$ cat src/rtl/intmask_pkg.sv
package intmask_pkg;

    localparam int WORD_W = 32;

    typedef enum logic [2:0] {
        K_MASK  = 3'd0,
        K_STEER = 3'd1,
        K_MSET  = 3'd2,
        K_MCLR  = 3'd3,
        K_PIRQ  = 3'd4,
        K_PFIQ  = 3'd5,
        K_CTRL  = 3'd6,
        K_NONE  = 3'd7
    } reg_kind_e;

    typedef struct packed {
        logic irq;
        logic fiq;
        logic wake;
    } line_t;

    // bits of one bank whose global index lies at or above the skip offset
    function automatic logic [WORD_W-1:0] usable_bits(int bank, int skip);
        logic [WORD_W-1:0] r;
        r = '0;
        for (int i = 0; i < WORD_W; i++) begin
            if (bank * WORD_W + i >= skip) r[i] = 1'b1;
        end
        return r;
    endfunction

endpackage

$ cat src/rtl/intmask_regs.sv
module intmask_regs
    import intmask_pkg::*;
#(
    parameter int NBANK  = 2,
    parameter int SKIP   = 8,
    parameter int BSEL_W = 1
) (
    input  logic                          clk,
    input  logic                          rst,
    input  logic                          wr_en,
    input  reg_kind_e                     kind,
    input  logic [BSEL_W-1:0]             bank,
    input  logic [WORD_W-1:0]             wdata,
    output logic [NBANK-1:0][WORD_W-1:0]  mask_q,
    output logic [NBANK-1:0][WORD_W-1:0]  steer_q,
    output logic                          idle_q
);

    for (genvar b = 0; b < NBANK; b++) begin : g_bank
        localparam logic [WORD_W-1:0] USE = usable_bits(b, SKIP);

        logic              hit;
        logic [WORD_W-1:0] m_r, s_r, m_d, s_d;

        assign hit = wr_en && (int'(bank) == b);

        always_comb begin
            m_d = m_r;
            s_d = s_r;
            if (hit) begin
                case (kind)
                    K_MASK:  m_d = wdata & USE;
                    K_MSET:  m_d = m_r | (wdata & USE);
                    K_MCLR:  m_d = m_r & ~wdata;
                    K_STEER: s_d = wdata & USE;
                    default: ;
                endcase
            end
        end

        always_ff @(posedge clk) begin
            if (rst) begin
                m_r <= '0;
                s_r <= '0;
            end else begin
                m_r <= m_d;
                s_r <= s_d;
            end
        end

        assign mask_q[b]  = m_r;
        assign steer_q[b] = s_r;
    end

    always_ff @(posedge clk) begin
        if (rst)                         idle_q <= 1'b0;
        else if (wr_en && kind == K_CTRL) idle_q <= wdata[0];
    end

endmodule

$ cat src/rtl/intmask_route.sv
module intmask_route
    import intmask_pkg::*;
#(
    parameter int NBANK = 2,
    parameter int SKIP  = 8
) (
    input  logic [NBANK-1:0][WORD_W-1:0]  src,
    input  logic [NBANK-1:0][WORD_W-1:0]  mask,
    input  logic [NBANK-1:0][WORD_W-1:0]  steer,
    output logic [NBANK-1:0][WORD_W-1:0]  pend_irq,
    output logic [NBANK-1:0][WORD_W-1:0]  pend_fiq,
    output logic                          any_irq,
    output logic                          any_fiq,
    output logic                          any_enabled,
    output logic                          any_raw
);

    logic [NBANK-1:0] irq_hit, fiq_hit, en_hit, raw_hit;

    for (genvar b = 0; b < NBANK; b++) begin : g_bank
        localparam logic [WORD_W-1:0] USE = usable_bits(b, SKIP);
        logic [WORD_W-1:0] live;

        assign live        = src[b] & mask[b];
        assign pend_irq[b] = live & ~steer[b];
        assign pend_fiq[b] = live & steer[b];
        assign irq_hit[b]  = |pend_irq[b];
        assign fiq_hit[b]  = |pend_fiq[b];
        assign en_hit[b]   = |live;
        assign raw_hit[b]  = |(src[b] & USE);
    end

    assign any_irq     = |irq_hit;
    assign any_fiq     = |fiq_hit;
    assign any_enabled = |en_hit;
    assign any_raw     = |raw_hit;

endmodule

$ cat src/rtl/intmask_outs.sv
module intmask_outs
    import intmask_pkg::*;
(
    input  logic  clk,
    input  logic  rst,
    input  logic  any_irq,
    input  logic  any_fiq,
    input  logic  any_enabled,
    input  logic  any_raw,
    input  logic  idle_q,
    output line_t line_q
);

    line_t line_d;

    always_comb begin
        line_d.irq  = any_irq;
        line_d.fiq  = any_fiq;
        line_d.wake = idle_q ? any_enabled : any_raw;
    end

    always_ff @(posedge clk) begin
        if (rst) line_q <= '0;
        else     line_q <= line_d;
    end

endmodule

$ cat src/rtl/intmask_top.sv
module intmask_top
    import intmask_pkg::*;
#(
    parameter  int NUM_SRC = 64,
    parameter  int SKIP    = 8,
    localparam int NBANK   = NUM_SRC / WORD_W,
    localparam int BSEL_W  = (NBANK > 1) ? $clog2(NBANK) : 1,
    localparam int ADDR_W  = 3 + BSEL_W
) (
    input  logic               clk,
    input  logic               rst,
    input  logic [NUM_SRC-1:0] src_i,
    input  logic               bus_en,
    input  logic               bus_wr,
    input  logic [ADDR_W-1:0]  bus_addr,
    input  logic [WORD_W-1:0]  bus_wdata,
    output logic [WORD_W-1:0]  bus_rdata,
    output logic               irq_o,
    output logic               fiq_o,
    output logic               wake_o
);

    logic [NBANK-1:0][WORD_W-1:0] src_b, mask_q, steer_q, pend_irq, pend_fiq;
    logic                         idle_q, wr_en;
    logic                         any_irq, any_fiq, any_enabled, any_raw;
    reg_kind_e                    kind;
    logic [BSEL_W-1:0]            bank;
    line_t                        line_q;
    logic [WORD_W-1:0]            rd_d;

    assign src_b = src_i;
    assign kind  = reg_kind_e'(bus_addr[ADDR_W-1 -: 3]);
    assign bank  = bus_addr[BSEL_W-1:0];
    assign wr_en = bus_en && bus_wr;

    intmask_regs #(.NBANK(NBANK), .SKIP(SKIP), .BSEL_W(BSEL_W)) u_regs (
        .clk     (clk),
        .rst     (rst),
        .wr_en   (wr_en),
        .kind    (kind),
        .bank    (bank),
        .wdata   (bus_wdata),
        .mask_q  (mask_q),
        .steer_q (steer_q),
        .idle_q  (idle_q)
    );

    intmask_route #(.NBANK(NBANK), .SKIP(SKIP)) u_route (
        .src         (src_b),
        .mask        (mask_q),
        .steer       (steer_q),
        .pend_irq    (pend_irq),
        .pend_fiq    (pend_fiq),
        .any_irq     (any_irq),
        .any_fiq     (any_fiq),
        .any_enabled (any_enabled),
        .any_raw     (any_raw)
    );

    intmask_outs u_outs (
        .clk         (clk),
        .rst         (rst),
        .any_irq     (any_irq),
        .any_fiq     (any_fiq),
        .any_enabled (any_enabled),
        .any_raw     (any_raw),
        .idle_q      (idle_q),
        .line_q      (line_q)
    );

    assign irq_o  = line_q.irq;
    assign fiq_o  = line_q.fiq;
    assign wake_o = line_q.wake;

    always_comb begin
        rd_d = '0;
        case (kind)
            K_MASK, K_MSET, K_MCLR: rd_d = mask_q[bank];
            K_STEER:                rd_d = steer_q[bank];
            K_PIRQ:                 rd_d = pend_irq[bank];
            K_PFIQ:                 rd_d = pend_fiq[bank];
            K_CTRL:                 rd_d = {{(WORD_W-1){1'b0}}, idle_q};
            default:                rd_d = '0;
        endcase
    end

    always_ff @(posedge clk) begin
        if (rst)                  bus_rdata <= '0;
        else if (bus_en && !bus_wr) bus_rdata <= rd_d;
    end

endmodule

$ cat config.mk
export PLATFORM = sky130hd
export DESIGN_NAME = intmask_top
export DESIGN_NICKNAME = d
export VERILOG_FILES = /design/src/rtl/intmask_pkg.sv /design/src/rtl/intmask_regs.sv /design/src/rtl/intmask_route.sv /design/src/rtl/intmask_outs.sv /design/src/rtl/intmask_top.sv
export SDC_FILE = /design/constraint.sdc
export NUM_CORES = 1
export LEC_CHECK = 0
export CORE_MARGIN = 2
export CORE_UTILIZATION = 54
export CTS_CLUSTER_SIZE = 28
export DETAILED_ROUTE_END_ITERATION = 6
export PLACE_DENSITY = 0.87
export SLEW_MARGIN = 20
export SYNTH_ARGS = -nofsm -noshare
export SYNTH_HDL_FRONTEND = slang
export SYNTH_SLANG_ARGS = --single-unit
$ cat constraint.sdc
create_clock -name clk -period 2.3 [get_ports clk]
set_input_delay 0.345 -clock clk [delete_from_list [all_inputs] [get_ports clk]]
set_output_delay 0.345 -clock clk [all_outputs]
set_load 0.02 [all_outputs]
==> reports/qor.yml <==
cts_made_buffers: 17
yosys-top-cells-count: "nand2_1, dfxtp_1, a21oi_1"
power.internal_mw: 4.62
max_freq_ghz: 0.507
slew_headroom: 0.460
critPathMaxFanout: 12
fin_util: 0.722
hp-class: "in2reg"
finalMaxSlewViolations: 0
cts_tree: "built"
comb_power_share: 0.120
syn_area_um2: 8600
finalHoldViolCount: 0
fin_crit_sh: 0.857
start_util: 0.547
yosys.area.top_type: "dfxtp_1"
worst_setup_path_end_kind: "flop"
die-area_um2: 17000
placementRows: 46
cts_root_buf: "clkbuf_16"
initialDrtViolationCount: 1585
cts.path.max_buffers: 2
vias: 10369
cp-start-kind: "primary input"
die_h_um: 130
required_ns: 2.62
clk_latency_ns: 0.45
power.switching_mw: 1.68
cp.arrival_ns: 2.29
track_usage: 0.436
die_w_um: 130
worst_slack_ns: 0.329
yosysSeqAreaShare: 0.363
p_clk_frac: 0.442
syn_avg_cell_area_um2: 7.42
grt_setup_unrepaired: "false"
worst_pin_slew_ns: 0.810
io_buffer_count: 138
grt_pass1_wl_um: 55000
irDropWorstVdd_mv: 0.583
synth_ff_type: "dfxtp_1"
setup_viol: 0
clk_pin_slew_worst_paths_ns: 0.06
synth.most_common_cell: "nand2_1"
status: "complete, no violations"
leakage_nw: 4.13
drc_errors: 0
cts_resized: 0
async_reset_ff_frac: 0
synthToLayoutAreaGrowth_pct: 31.9
cts_num_sinks: 156
viasPerCell: 6.61
detail_route.wl_per_cell_um: 23.5
htreeDepth: 4
antenna_left: 0
cts_hold_buf: 0
synth_fp_nets: 1263
switching_share: 0.267
grt_pass1_vias: 9284
synth_warnings: 0
pre_cts_slack_ns: -0.0290
drv_cap: 0
synth_top_area_share: 0.363
skew_ns: 0.0130
wl_um: 36900
nets: 1443
hpwlAfterDp_um: 27700
path_class: "in2reg"
synth_edf_count: 0
power_density_nw_per_um2: 555
grt.overflow.total: 0
ios: 139
num-fill-cells: 1276
ys_ff_latch: 156
grt_max_degree: 75
syn-instance-count: 1159
drt_first_pass_iters: 5
gp_congestion: 1.04
coreArea_um2: 15700
synth_cell_type_count: 53
power_frac_seq: 0.438
drive_gt1_frac: 0.109
post_cts_buffers: 0
min_period_ns: 1.97
synthTopCellsByArea: "dfxtp_1, nand2_1, mux2i_1, a21oi_1, o21ai_0"
antenna_found_initial: 2
-- per-layer routing --
metal  part of all wire  track usage  routed length (um)  vias up
met4              0.044        0.182                1640        2
met5            0.00035            0                  13        -
met2               0.43        0.666               15800      863
met1               0.39        0.590               14400     4767
met3               0.13        0.107                4930      145
li1                   -            -                   -     4592
-- cells in the final DEF (no fill, tap or decap), types with 6 or more instances in the layout --
| master | synthesis | layout |
|---|---|---|
| a21oi_1 | 123 | 123 |
| o21ai_0 | 85 | 85 |
| o221ai_1 | 6 | 6 |
| clkdlybuf4s50_1 | 0 | 136 |
| or3_1 | 7 | 7 |
| nand3_1 | 62 | 62 |
| nand2_1 | 286 | 286 |
| o22ai_1 | 35 | 35 |
| nand4_1 | 33 | 33 |
| xor2_1 | 8 | 8 |
| o31ai_1 | 7 | 7 |
| dfxtp_1 | 156 | 156 |
| a21o_1 | 8 | 8 |
| o311a_1 | 8 | 8 |
| a221oi_1 | 20 | 20 |
| nor3_1 | 14 | 13 |
| nor4_1 | 23 | 23 |
| buf_4 | 0 | 91 |
| mux2_2 | 6 | 6 |
| a2bb2oi_1 | 6 | 6 |
| mux2i_1 | 66 | 66 |
| buf_12 | 0 | 8 |
| clkbuf_16 | 0 | 17 |
| nand4b_1 | 9 | 9 |
| nor2_1 | 66 | 65 |
| nand3b_1 | 7 | 7 |
-- metrics by stage --
stage	hold WS, ns	total power [mW]	cells	instance area (um^2)	TNS [ns]
after floorplan	0.440	3.09	1159	8600	0
final	0.426	6.30	1568	11300	0
after global routing	0.445	6.42	1567	11300	0
after detailed placement	0.441	3.54	1536	10800	-0.0425
after global placement	0.433	3.54	1536	10800	0
after CTS	0.414	6.26	1567	11300	0
-- cells by family (layout without fill, tap and decap cells) --
logic type                after synthesis  in the layout  synth area share
and+or+nand+nor                       528            528             0.278
buffers and inverters                  76            268            0.0381
xor gates and xnor gates                8              8           0.00815
other                                   0              1                 0
DFF                                   156            156             0.363
AOI/OAI and AO/OA                     315            315             0.217
muxes                                  76             76            0.0952
-- path summary, 6_finish.rpt --
kind         slack, ns  depth (start not counted)                                  start                              endpoint
max               0.33                          8                            bus_addr[2]            bus_rdata[28]$_SDFFE_PP0P_
min reg2reg       0.45                          2             bus_rdata[20]$_SDFFE_PP0P_            bus_rdata[20]$_SDFFE_PP0P_
min               0.43                          3                                    rst  u_regs.g_bank[0].m_r[1]$_SDFFE_PP0P_
max reg2reg       0.52                          6  u_regs.g_bank[1].m_r[23]$_SDFFE_PP0P_           u_outs.line_q[2]$_SDFF_PP0_
-- cell type report --
cell class / instances / area [um^2] / share of cell area
clock buffers: 20 / 457 / 0.0403
flip-flops and latches: 156 / 3120 / 0.275
clock inverters: 11 / 111 / 0.00981
inverters: 2 / 7.51 / 0.000662
repair buffers: 235 / 2200 / 0.194
multi-input cells: 927 / 5170 / 0.456
diodes: 1 / 2.50 / 0.000221
well taps: 216 / 270 / 0.0238
-- worst max-delay path, stage by stage --
cell and delay (ns):
clkdlybuf4s50_1 0.56, and2b_1 0.22, nand2_1 0.19, buf_4 0.29
o22ai_1 0.11, a221oi_1 0.29, buf_4 0.20, o21ai_0 0.07
-- flip-flops by register name, summed over array words and instances, names as in the netlist --
signal	count
u_regs.g_bank.s_r	56
bus_rdata	32
u_regs.idle_q	1
u_regs.g_bank.m_r	64
u_outs.line_q	3
-- power groups by stage --
stage               registers, mW  logic, mW  clock network, mW
finish                       2.76      0.758               2.79
global route                 2.76      0.787               2.88
CTS                          2.75      0.732               2.77
detailed placement           2.81      0.726                  0
global placement             2.81      0.722                  0
floorplan                    2.81      0.278                  0
Power figures use the tool's default switching activity.
